<file path="src/rtl/gpio_irq_pkg.sv">
// Package: shared register addresses for the GPIO interrupt unit.
// Assumes an 8-bit register address space.
package gpio_irq_pkg;
    localparam logic [7:0] ADDR_MASK   = 8'h30;
    localparam logic [7:0] ADDR_LEVEL  = 8'h32;
    localparam logic [7:0] ADDR_STATUS = 8'h33;

    // Register select decoded from a bus address.
    typedef enum logic [1:0] {
        SEL_NONE   = 2'd0,
        SEL_MASK   = 2'd1,
        SEL_LEVEL  = 2'd2,
        SEL_STATUS = 2'd3
    } reg_sel_e;

    function automatic reg_sel_e decode_addr(input logic [7:0] a);
        case (a)
            ADDR_MASK:   return SEL_MASK;
            ADDR_LEVEL:  return SEL_LEVEL;
            ADDR_STATUS: return SEL_STATUS;
            default:     return SEL_NONE;
        endcase
    endfunction
endpackage

</file>
<file path="src/rtl/gpio_sync.sv">
// gpio_sync: brings each raw pin into the clock domain through two flops.
// A third flop keeps the previous sample, and the module flags an event
// whenever the sample changes level. Assumes the pins are asynchronous and
// at least one clock wide. Reset clears all stages to 0.
module gpio_sync #(
    parameter int N_PINS = 4
) (
    input  logic              clk,
    input  logic              rst_n,
    input  logic [N_PINS-1:0] pin_i,
    output logic [N_PINS-1:0] level_o,
    output logic [N_PINS-1:0] event_o
);
    logic [N_PINS-1:0] meta_q;
    logic [N_PINS-1:0] sync_q;
    logic [N_PINS-1:0] prev_q;

    for (genvar g = 0; g < N_PINS; g++) begin : g_pin
        // Synchroniser chain plus previous-sample flop for one pin.
        always_ff @(posedge clk) begin
            if (!rst_n) begin
                meta_q[g] <= 1'b0;
                sync_q[g] <= 1'b0;
                prev_q[g] <= 1'b0;
            end else begin
                meta_q[g] <= pin_i[g];
                sync_q[g] <= meta_q[g];
                prev_q[g] <= sync_q[g];
            end
        end

        // Any change of level between two samples in a row is an event.
        always_comb event_o[g] = sync_q[g] ^ prev_q[g];

        // an event must line up with a real change seen one stage earlier.
        assert_event_tracks_change_R10: assert property (@(posedge clk) disable iff (!rst_n)
            event_o[g] |-> (sync_q[g] != $past(sync_q[g])));
    end

    assign level_o = sync_q;
endmodule

</file>
<file path="src/rtl/gpio_irq_latch.sv">
// gpio_irq_latch: sticky per-pin interrupt status and the interrupt line.
// An event sets its bit only if the pin is enabled in the mask and is in
// input mode. A clear pulse wipes every bit. An event in the same cycle as
// the clear survives it. Assumes clr_i is one cycle wide for each read.
module gpio_irq_latch #(
    parameter int N_PINS = 4
) (
    input  logic              clk,
    input  logic              rst_n,
    input  logic [N_PINS-1:0] event_i,
    input  logic [N_PINS-1:0] mask_i,
    input  logic [N_PINS-1:0] is_input_i,
    input  logic              clr_i,
    output logic [N_PINS-1:0] status_o,
    output logic              irq_o
);
    logic [N_PINS-1:0] status_q;
    logic [N_PINS-1:0] accept;

    // Work out which events this cycle are allowed to latch.
    always_comb accept = event_i & mask_i & is_input_i;

    // Sticky status: a read clears the old bits, and new events are always kept.
    always_ff @(posedge clk) begin
        if (!rst_n)     status_q <= '0;
        else if (clr_i) status_q <= accept;
        else            status_q <= status_q | accept;
    end

    // Interrupt line: some latched bit whose source is still enabled.
    always_comb irq_o = |(status_q & mask_i);

    assign status_o = status_q;

    for (genvar g = 0; g < N_PINS; g++) begin : g_chk
        // a status bit only rises if its source was enabled.
        assert_masked_event_dropped_R4: assert property (@(posedge clk) disable iff (!rst_n)
            $rose(status_q[g]) |-> $past(mask_i[g]));
        // a pin that is not in input mode never sets its status bit.
        assert_output_pin_quiet_R5: assert property (@(posedge clk) disable iff (!rst_n)
            $rose(status_q[g]) |-> $past(is_input_i[g]));
        // an enabled event is never lost.
        assert_event_latched_R3: assert property (@(posedge clk) disable iff (!rst_n)
            (event_i[g] && mask_i[g] && is_input_i[g]) |=> status_q[g]);
    end

    // after a clear only same-cycle events remain.
    assert_clear_on_read_R7: assert property (@(posedge clk) disable iff (!rst_n)
        clr_i |=> ((status_q & ~$past(event_i)) == '0));
endmodule

</file>
<file path="src/rtl/gpio_irq_regs.sv">
// gpio_irq_regs: register file and bus decode. Holds the mask register,
// gives a registered read path and issues the clear pulse when the status
// register is read. Assumes write and read strobes are never active together.
module gpio_irq_regs
    import gpio_irq_pkg::*;
#(
    parameter int N_PINS = 4,
    parameter int AW     = 8,
    parameter int DW     = 8
) (
    input  logic              clk,
    input  logic              rst_n,
    input  logic [AW-1:0]     addr_i,
    input  logic [DW-1:0]     wdata_i,
    input  logic              wr_i,
    input  logic              rd_i,
    input  logic [N_PINS-1:0] level_i,
    input  logic [N_PINS-1:0] status_i,
    output logic [N_PINS-1:0] mask_o,
    output logic              clr_o,
    output logic [DW-1:0]     rdata_o
);
    localparam int PAD = DW - N_PINS;

    logic [N_PINS-1:0] mask_q;
    logic [DW-1:0]     rdata_q;
    logic [DW-1:0]     rd_mux;
    reg_sel_e          sel;

    // Decode the bus address into a register select.
    always_comb sel = decode_addr(addr_i[7:0]);

    // Mask register: only a write to its own address loads it.
    always_ff @(posedge clk) begin
        if (!rst_n)                        mask_q <= '0;
        else if (wr_i && sel == SEL_MASK)  mask_q <= wdata_i[N_PINS-1:0];
    end

    // Read multiplexer, with the upper bits tied to zero.
    always_comb begin
        case (sel)
            SEL_MASK:   rd_mux = {{PAD{1'b0}}, mask_q};
            SEL_LEVEL:  rd_mux = {{PAD{1'b0}}, level_i};
            SEL_STATUS: rd_mux = {{PAD{1'b0}}, status_i};
            default:    rd_mux = '0;
        endcase
    end

    // Registered read data, zero in any cycle that follows no read strobe.
    always_ff @(posedge clk) begin
        if (!rst_n)    rdata_q <= '0;
        else if (rd_i) rdata_q <= rd_mux;
        else           rdata_q <= '0;
    end

    // A read of the status register clears it.
    always_comb clr_o = rd_i && (sel == SEL_STATUS);

    assign mask_o  = mask_q;
    assign rdata_o = rdata_q;

    // the mask changes only after a write to its own address.
    assert_mask_write_only_R9: assert property (@(posedge clk) disable iff (!rst_n)
        !$stable(mask_q) |-> $past(wr_i && addr_i == AW'(ADDR_MASK)));
    // the reserved upper bits read as zero.
    assert_rsvd_zero_R1: assert property (@(posedge clk) disable iff (!rst_n)
        $past(rd_i && addr_i == AW'(ADDR_MASK)) |-> (rdata_q[DW-1:N_PINS] == '0));
endmodule

</file>
<file path="src/rtl/gpio_irq_unit.sv">
// gpio_irq_unit: top level. Connects the pin synchroniser, the interrupt
// status latch and the register file. Assumes a single clock and a
// synchronous active-low reset. The input-mode flags come from outside.
module gpio_irq_unit #(
    parameter int N_PINS = 4,
    parameter int AW     = 8,
    parameter int DW     = 8
) (
    input  logic              clk,
    input  logic              rst_n,
    input  logic [N_PINS-1:0] pin_i,
    input  logic [N_PINS-1:0] pin_is_input_i,
    input  logic [AW-1:0]     bus_addr_i,
    input  logic [DW-1:0]     bus_wdata_i,
    input  logic              bus_wr_i,
    input  logic              bus_rd_i,
    output logic [DW-1:0]     bus_rdata_o,
    output logic              irq_o
);
    logic [N_PINS-1:0] level;
    logic [N_PINS-1:0] events;
    logic [N_PINS-1:0] mask;
    logic [N_PINS-1:0] status;
    logic              clr;

    gpio_sync #(.N_PINS(N_PINS)) u_sync (
        .clk     (clk),
        .rst_n   (rst_n),
        .pin_i   (pin_i),
        .level_o (level),
        .event_o (events)
    );

    gpio_irq_latch #(.N_PINS(N_PINS)) u_latch (
        .clk        (clk),
        .rst_n      (rst_n),
        .event_i    (events),
        .mask_i     (mask),
        .is_input_i (pin_is_input_i),
        .clr_i      (clr),
        .status_o   (status),
        .irq_o      (irq_o)
    );

    gpio_irq_regs #(.N_PINS(N_PINS), .AW(AW), .DW(DW)) u_regs (
        .clk      (clk),
        .rst_n    (rst_n),
        .addr_i   (bus_addr_i),
        .wdata_i  (bus_wdata_i),
        .wr_i     (bus_wr_i),
        .rd_i     (bus_rd_i),
        .level_i  (level),
        .status_i (status),
        .mask_o   (mask),
        .clr_o    (clr),
        .rdata_o  (bus_rdata_o)
    );

    // the interrupt line is never high without a latched status bit.
    assert_irq_has_source_R6: assert property (@(posedge clk) disable iff (!rst_n)
        irq_o |-> (status != '0));
endmodule

</file>
<file path="config.mk">
export PLATFORM = sky130hd
export DESIGN_NAME = gpio_irq_unit
export DESIGN_NICKNAME = d
export VERILOG_FILES = /design/src/rtl/gpio_irq_pkg.sv /design/src/rtl/gpio_sync.sv /design/src/rtl/gpio_irq_latch.sv /design/src/rtl/gpio_irq_regs.sv /design/src/rtl/gpio_irq_unit.sv
export SDC_FILE = /design/constraint.sdc
export NUM_CORES = 1
export LEC_CHECK = 0
export BUFFER_PORTS_ARGS = -buffer_cell sky130_fd_sc_hd__buf_2
export CAP_MARGIN = 20
export CELL_PAD_IN_SITES_DETAIL_PLACEMENT = 2
export CELL_PAD_IN_SITES_GLOBAL_PLACEMENT = 2
export CORE_MARGIN = 1
export CORE_UTILIZATION = 29
export CTS_CLUSTER_DIAMETER = 100
export DETAILED_ROUTE_END_ITERATION = 16
export PLACE_DENSITY = 0.83
export REMOVE_ABC_BUFFERS = 1
export SETUP_SLACK_MARGIN = 0.5
export SLEW_MARGIN = 15
export SYNTH_ARGS = -nofsm -noshare
export SYNTH_HDL_FRONTEND = slang
export SYNTH_SLANG_ARGS = --single-unit
</file>
<file path="constraint.sdc">
create_clock -name clk -period 2.6 [get_ports clk]
set_input_delay 0 -clock clk [delete_from_list [all_inputs] [get_ports clk]]
set_output_delay 0 -clock clk [all_outputs]
set_load 0.01 [all_outputs]
</file>
==> results of run 1 <==
[through the flow]
step | area, µm² | instances | worst slack [ns] | util (%)
floorplan | 922 | 92 | 1.16 | -
global placement | 1120 | 164 | 0.948 | 36.0
detailed placement | 1120 | 164 | 0.899 | 36.0
CTS | 1270 | 180 | 1.26 | 41.0
global route | 1270 | 180 | 1.26 | 41.0
finish | 1270 | 180 | 1.28 | 41.0
[registers in the layout, summed over array words and instances, names as in the netlist]
register,cells
u_latch.status_o,4
u_regs.mask_o,4
u_regs.rdata_o,4
u_sync.level_o,4
u_sync.meta_q,4
u_sync.prev_q,4
[area by class of cell]
type | count | area share, %
well taps | 44 | 4.32
repair buffers | 40 | 20.4
inverters | 1 | 0.295
clock buffers | 4 | 2.85
multi-input cells | 67 | 34.4
flip-flops and latches | 24 | 37.7
[worst max-delay path, cell delays in order]
cell	delay (ns)
buf_2	0.10
or4_4	0.57
or4b_1	0.69
mux2i_1	0.18
[placed cells by master (no fill, tap or decap), drive strengths merged, types with 2 or more instances in the layout]
cell type / synthesis / routed
nor2: 5 / 5
conb: 1 / 4
and2: 12 / 12
dfxtp: 24 / 24
nand2: 11 / 11
a21boi: 4 / 4
dlygate4sd3: 0 / 12
a22oi: 6 / 6
xor2: 4 / 4
buf: 5 / 28
clkbuf: 3 / 4
or4b: 2 / 2
mux2: 4 / 4
o31ai: 4 / 4
nand3: 5 / 5
mux2i: 4 / 4
[timing repair]
action | 4_1_cts | 5_1_grt
resized for setup | 0 | 0
hold buffers | 12 | 0
endpoints found under the hold margin | 12 | 0
[layer usage]
metal	share of wire, %	up-vias
met5	0	-
met4	2.0	0
met3	5.7	5
met2	51	30
met1	41	403
li1	-	397
[cell families (layout without fill, tap and decap cells)]
kind of cell	count (synthesis)	after routing	synth area share, %
compound gates	14	14	11.0
xor+xnor	4	4	3.66
buf+inv	9	45	5.23
flops	24	24	50.2
mux	8	8	8.89
other cells	1	4	0.392
simple gates	37	37	20.7
[final timing paths]
check	cells after the start	slack (ns)	end
setup / recovery	4	1.28	u_regs.mask_o[3]$_SDFFE_PN0P_
hold / removal	3	0.02	u_regs.rdata_o[0]$_SDFF_PN0_
setup reg to reg	3	1.64	u_regs.rdata_o[3]$_SDFF_PN0_
hold reg to reg	1	0.45	u_sync.level_o[1]$_SDFF_PN0_
[power by group through the flow]
| stage | registers [mW] | logic [mW] | clock network [mW] |
|---|---|---|---|
| after floorplan | 0.386 | 0.0195 | 0 |
| after global placement | 0.387 | 0.0451 | 0 |
| after detailed placement | 0.387 | 0.0475 | 0 |
| after CTS | 0.379 | 0.0611 | 0.208 |
| after global routing | 0.380 | 0.0690 | 0.219 |
| final | 0.379 | 0.0609 | 0.199 |
==> run_results.csv, run 1 <==
group,metric,value,unit
power,seqPwrFrac,59.3,%
yosys,synth_common_cells,"dfxtp_1, and2_1, nand2_1, a22oi_1",
yosys,async_flop_share,0,%
job,drv_cap,0,
grt,grt_max_degree,26,
hold_path,min_path_type,"in2reg",
grt,met1_usage,17.0,%
sta,max_freq,0.760,GHz
place,place.gp.congestion,0.780,
power,max-vdd-ir-drop,0.000226,V
cts,worstSkewPairLatency,0.32,ns
die,rows,20,
die,dieArea,0.00353,mm²
cells_and_area,drive_gt1_share,27.2,%
critical_path,worst_setup_path_end_kind,"flip-flop",
power,leakage,0.579,nW
cts,clockRootBuffer,"clkbuf_4",
cells_and_area,antennaDiodeCount,0,
cts,h-tree-depth,1,
sta,finalHoldViolCount,0,
drt,drc,0,
power,power.switching,143,µW
sta,rsz0062_at_grt,"false",
sta,finalSetupViolCount,0,
cts,cts_setup_buffers,0,
critical_path,startpoint_type,"input port",
yosys,yosysTopAreaCell,"dfxtp_1",
sta,skew,0.00879,ns
grt,grt_pass1_wl,3.81,mm
power,p_int,496,µW
sta,drv_slew,0,
power,combinationalPowerShare,9.5,%
status,outcome,"finished, final reports clean",
die,ios,37,
cts,clockBufferDepth,2,
drt,route.vias.total,835,
drt,first_iter_violations,5,
drt,drtPass1Iterations,4,
place,portBuffers,28,
power,p_clk_share,31.2,%
sta,holdWs,0.0172,ns
yosys,synth_top_area_share,50.2,%
die,coreArea,0.00310,mm²
grt,grt.busiest_layer,"met2",
yosys,synth_area_leaders,"dfxtp_1, and2_1, a22oi_1",
cts,path_clk_slew,0.14,ns
grt,grt_use_total,15.0,%
sta,finalSetupTns,0,ns
grt,grt_pass1_vias,854,
die,die_w,59.5,µm
critical_path,cp-startpoint,"bus_addr_i[7]",
grt,use_met3,1.97,%
drt,final_antenna_net_count,0,
critical_path,critPathKind,"in2reg",
grt,use_met2,27.3,%
cells_and_area,regArea,480,µm²
cells_and_area,fin_nets,165,
yosys,ys_ff_latch,24,
die,die_y,59.5,µm
yosys,synthFlopType,"dfxtp_1",
cells_and_area,area_growth,33.1,%
grt,antenna_found_initial,0,
yosys,yosysUniqueCellTypes,19,
yosys,synth_warnings,0,
cells_and_area,multi_input_area,438,µm²
yosys,synth.most_common_cell,"dfxtp_1",
grt,overflow,0,
cts,clock_sinks,24,
drt,routedWlPerCell,12.7,µm
critical_path,arrival,1.53,ns
yosys,yosysSeqAreaShare,50.2,%
yosys,syn-cell-area,957,µm²
sta,period_share,50.6,%
hold_path,min_from,"bus_addr_i[1]",
power,power,639,µW
yosys,synth_edf_count,0,
yosys,synthCells,97,
cells_and_area,fillCellCount,356,
drt,drt-total-wl,2.29,mm
power,power_density,502,mW/mm²
critical_path,worstPathRequired,2.82,ns
cts,numCtsBuffers,3,
cts,cts_tree,"done",
critical_path,r2r-start,"u_sync.level_o[3]$_SDFF_PN0_",
power,switching_share,22.4,%
sta,period_minus_slack,1.32,ns
drt,viasPerCell,4.64,
yosys,avgSynthCellArea,9.87,µm²
die,start_util,30.8,%
critical_path,cp_max_fo,6,
No activity file was read; power rests on OpenSTA's default activity.
==> run 2, diff against run 1 <==
CORE_UTILIZATION = 24   (was 29)
PLACE_DENSITY = 0.73   (was 0.83)
clock period = 1.1 ns   (was 2.6 ns; I/O delays follow)
==> run 2 against run 1 <==
- first-iteration DRC count rose to 2.8 times the previous value
- wire length increased by 20%
- largest cell class is now multi-input combinational cells
- the run now ends with hold timing, setup timing left
- clock power grew to 3.1 times the previous value
- die area is 20% higher
- critical path type unchanged
- worst setup slack got worse by 1.4 ns
- final area is 8.2% higher
- worst hold slack got worse by 0.086 ns
- final cell count is 1.1% higher
- critical endpoint is now u_regs.mask_o[2]$_SDFFE_PN0P_
- utilization is 4.3 points lower
- global-route usage shrank 0.67 points
==> run_results.csv, run 2 (synthesis results as in run 1) <==
group,metric,value,unit
power,power,1.66,mW
grt,grt_pass1_vias,903,
cells_and_area,layout_common_cells,"buf_2, dfxtp_1, and2_1, nand2_1, buf_4",
place,pre_cts_ws,-0.517,ns
sta,holdWs,-0.0684,ns
cells_and_area,antennaDiodeCount,0,
place,postPlaceCellArea,0.00117,mm²
place,place.gp.congestion,0.794,
power,combinationalPowerShare,9.4,%
grt,grt_use_total,14.3,%
critical_path,worst_setup_path_end_kind,"flip-flop",
sta,finalHoldViolCount,6,
critical_path,r2r-start,"u_latch.status_o[3]$_SDFF_PN0_",
cts,clockRootBuffer,"clkbuf_8",
sta,period_share,111,%
cts,clockBufferDepth,2,
cts,cts_tree,"done",
drt,drc,0,
cts,worstSkewPairLatency,0.27,ns
die,coreArea,0.00374,mm²
cells_and_area,multi_input_area,534,µm²
cells_and_area,regArea,485,µm²
sta,skew,0.00109,ns
critical_path,critPathKind,"in2reg",
power,switching_share,22.7,%
cells_and_area,fin_nets,163,
critical_path,worstPathRequired,1.27,ns
grt,overflow,0,
power,leakage,0.601,nW
drt,route.vias.total,822,
job,drv_cap,0,
cells_and_area,drive_gt1_share,45.5,%
cells_and_area,final_common_cell,"buf_2",
drt,final_antenna_net_count,0,
cts,clock_sinks,24,
status,violations,"hold timing, setup timing",
power,p_int,1.29,mW
place,portBuffers,28,
cts,ctsHoldBuffers,3,
cells_and_area,final_area,0.00138,mm²
power,power_density,1210,mW/mm²
cts,path_clk_slew,0.08,ns
drt,viasPerCell,4.52,
critical_path,cp_max_fo,4,
sta,period_minus_slack,1.22,ns
critical_path,arrival,1.38,ns
cts,numCtsBuffers,3,
die,die_w,65.2,µm
critical_path,startpoint_type,"input port",
critical_path,path_delay_family,"simple AND/OR/NAND/NOR gates",
critical_path,crit_buf_inv,1,
drt,drt-total-wl,2.75,mm
sta,setup_ws,-0.117,ns
hold_path,min_from,"pin_i[3]",
hold_path,min_path_type,"in2reg",
critical_path,cp-startpoint,"bus_addr_i[7]",
drt,first_iter_violations,14,
power,p_clk_share,36.7,%
die,start_util,25.6,%
cells_and_area,area_growth,43.9,%
critical_path,crit_chain,"buf_6 > or4_4 > or4b_4 > mux2i_1",
critical_path,slowest_delay,0.58,ns
cts,h-tree-depth,1,
sta,rsz0062_at_grt,"true",
status,outcome,"complete, but fails checks",
drt,drtPass1Iterations,3,
power,power.switching,377,µW
grt,grt_pass1_wl,4.46,mm
grt,antenna_found_initial,0,
grt,grt_max_degree,25,
cells_and_area,fillCellCount,431,
die,rows,22,
die,dieArea,0.00424,mm²
die,ios,37,
sta,max_freq,0.822,GHz
sta,drv_slew,0,
die,die_y,65.2,µm
place,dp_hpwl,1.85,mm
critical_path,slowest_stage,"or4b_4",
sta,finalSetupViolCount,12,
power,seqPwrFrac,53.9,%
drt,routedWlPerCell,15.1,µm
critical_path,reg2reg_slack,0.01,ns
power,max-vdd-ir-drop,0.000330,V
run 2: area by class of cell:
cell class	count	share of cell area [%]
repair buffers	38	17.3
clock buffers	4	4.00
flip-flops and latches	24	35.2
multi-input cells	67	38.8
inverters	1	0.272
well taps	48	4.36
run 2: metrics by stage:
step | TNS, ns | util (%) | cells
2_1_floorplan | -2.15 | - | 92
3_3_place_gp | -3.91 | 31.2 | 174
3_5_place_dp | -4.40 | 31.2 | 174
4_1_cts | -0.682 | 35.0 | 182
5_1_grt | -0.722 | 36.8 | 182
6_report | -0.605 | 36.8 | 182
run 2: power groups by stage:
stage                     Clock [mW]  Sequential (mW)  Combinational (mW)
after floorplan                    0            0.912              0.0460
after global placement             0            0.914               0.125
after detailed placement           0            0.915               0.129
after CTS                      0.627            0.895               0.148
after global routing           0.668            0.898               0.172
final                          0.611            0.895               0.156
run 2: path summary, 6_finish.rpt:
| check | endpoint | depth (start not counted) |
|---|---|---|
| max | u_regs.mask_o[2]$_SDFFE_PN0P_ | 4 |
| min | u_sync.meta_q[3]$_SDFF_PN0_ | 2 |
| max reg2reg | u_regs.rdata_o[3]$_SDFF_PN0_ | 3 |
| min reg2reg | u_sync.level_o[3]$_SDFF_PN0_ | 1 |
run 2: layer usage:
| metal | GRT usage, % | part of all wire (%) |
|---|---|---|
| met5 | 0 | 0 |
| met4 | 7.34 | 2.4 |
| met3 | 2.43 | 3.9 |
| met2 | 25.9 | 54 |
| met1 | 15.9 | 39 |
run 2: timing repair:
item / CTS / global route
endpoints found under the setup margin: 17 / 20
pin swaps: 5 / 8
setup buffers: 1 / 0
hold endpoints to repair: 9 / 6
resized for setup: 12 / 18
==> run 3, diff against run 2 <==
CORE_MARGIN = 1.5   (was 1)
==> run 3 against run 2 <==
- the run still ends with hold timing, setup timing left
- power rose by 0.13%
- non-clock buffer count rose by 4
- final cell count rose by 2.2%
- worst hold slack got worse by 0.0063 ns
- fmax fell by 1.0%
- wire length rose by 3.1%
- largest power group unchanged
==> run_results.csv, run 3 (synthesis results as in run 1) <==
group,metric,value,unit
drt,wl_met1,1.17,mm
drt,drt-total-wl,2.84,mm
hold_path,min_path_type,"in2reg",
drt,routedWlPerCell,15.3,µm
place,place.gp.congestion,0.764,
cts,clock_sinks,24,
sta,rsz0062_at_grt,"true",
drt,viasPerCell,4.41,
place,dp_hpwl,1.86,mm
grt,grt_pass1_wl,4.46,mm
critical_path,worstPathRequired,1.29,ns
critical_path,startpoint_type,"input port",
sta,drv_slew,0,
die,rows,22,
critical_path,arrival,1.42,ns
sta,max_freq,0.814,GHz
drt,drc,0,
job,drv_cap,0,
cts,cts_tree,"done",
cts,worstSkewPairLatency,0.27,ns
sta,setup_ws,-0.129,ns
power,max-vdd-ir-drop,0.000455,V
power,power_density,1180,mW/mm²
cells_and_area,drive_gt1_share,50.7,%
power,power,1.66,mW
cells_and_area,multi_input_area,524,µm²
cells_and_area,layout_common_cells,"buf_2, dfxtp_1, and2_1, nand2_1",
die,die_y,66.2,µm
drt,drtPass1Iterations,6,
grt,overflow,0,
cells_and_area,fin_nets,167,
sta,finalSetupViolCount,12,
die,die_w,66.2,µm
critical_path,cp_max_fo,4,
drt,routed.top_layer,"met4",
critical_path,worst_setup_path_end_kind,"flip-flop",
drt,route.vias.total,821,
die,dieArea,0.00438,mm²
grt,grt_pass1_vias,921,
cells_and_area,antennaDiodeCount,0,
cells_and_area,fillCellCount,434,
die,ios,37,
die,coreArea,0.00374,mm²
sta,finalHoldViolCount,5,
drt,final_antenna_net_count,0,
cells_and_area,regArea,494,µm²
drt,first_iter_violations,7,
grt,grt_use_total,14.1,%
grt,antenna_found_initial,0,
sta,holdWs,-0.0747,ns
sta,period_minus_slack,1.23,ns
cts,ctsHoldBuffers,5,
drt,wl_met2,1.51,mm
place,portBuffers,28,
cts,h-tree-depth,1,
place,postPlaceCellArea,0.00117,mm²
critical_path,slowest_stage,"or4b_4",
cts,path_clk_slew,0.09,ns
drt,wl_met3,98,µm
power,leakage,0.623,nW
status,outcome,"complete, but fails checks",
cts,clockRootBuffer,"clkbuf_8",
cells_and_area,final_area,0.00141,mm²
critical_path,slowest_delay,0.59,ns
cells_and_area,final_common_cell,"buf_2",
grt,grt_max_degree,25,
critical_path,critPathKind,"in2reg",
cts,numCtsBuffers,3,
sta,period_share,112,%
cts,clockBufferDepth,2,
critical_path,crit_chain,"buf_6 > or4_4 > or4b_4 > mux2i_1",
status,violations,"hold timing, setup timing",
sta,skew,0.00257,ns
cells_and_area,area_growth,47.6,%
die,start_util,25.6,%
## run 3: cell count changes in the layout (fill, tap and decap cells not counted)
cell	previous run	this run
dfxtp_4	0	1
buf_6	3	4
dfxtp_1	20	15
nor2_2	2	3
o31ai_4	4	3
a21boi_1	3	2
buf_4	6	8
nor2_4	2	1
dlygate4sd3_1	3	4
o31ai_2	0	1
a21boi_2	1	2
dfxtp_2	4	8
## run 3: where the power goes
group          total, mW  internal, mW  switching [mW]
Sequential         0.892         0.884         0.00832
Combinational      0.158        0.0829          0.0750
Clock              0.614         0.321           0.294
## run 3: final timing paths
path                                  start                       endpoint  slack [ns]  cells past startpoint
max                           bus_addr_i[7]  u_regs.mask_o[2]$_SDFFE_PN0P_       -0.13                      4
min                                pin_i[3]    u_sync.meta_q[3]$_SDFF_PN0_       -0.07                      2
max reg2reg  u_latch.status_o[2]$_SDFF_PN0_   u_regs.rdata_o[2]$_SDFF_PN0_        0.05                      3
min reg2reg     u_sync.meta_q[0]$_SDFF_PN0_   u_sync.level_o[0]$_SDFF_PN0_        0.44                      1
## run 3: layout make-up
cell class                 count  area share (%)
inverter                       1           0.266
timing repair buffer          42            19.5
sequential                    24            35.0
tap                           48            4.25
multi-input combinational     67            37.1
clock buffer                   4            3.90
## run 3: routing by layer
metal | vias up | GRT usage, %
met5 | - | 0
met4 | 0 | 6.89
met3 | 5 | 2.56
met2 | 24 | 25.8
met1 | 389 | 15.4
li1 | 403 | -
## run 3: metrics by stage
| stage | setup slack, ns | hold WS, ns | utilization (%) | setup TNS [ns] | instances |
|---|---|---|---|---|---|
| after global placement | -0.458 | 0.204 | 31.2 | -3.92 | 174 |
| after detailed placement | -0.500 | 0.212 | 31.2 | -4.43 | 174 |
| after floorplan | -0.338 | 0.122 | - | -2.15 | 92 |
| final | -0.129 | -0.0747 | 37.7 | -1.03 | 186 |
| after global routing | -0.188 | -0.0687 | 37.7 | -1.48 | 186 |
| after CTS | -0.0905 | -0.0762 | 36.3 | -0.436 | 185 |
## run 3: what timing repair did
action / in CTS / in global routing
gates resized for setup: 19 / 17
pin swaps: 11 / 4
setup buffers: 2 / 2
hold endpoints to repair: 11 / 5
endpoints found under the setup margin: 17 / 21
## run 3: worst max-delay path, delay by kind of cell
kind	cells	cell delay, ns
buffers and inverters	1	0.09
muxes	1	0.19
and+or+nand+nor	2	1.15
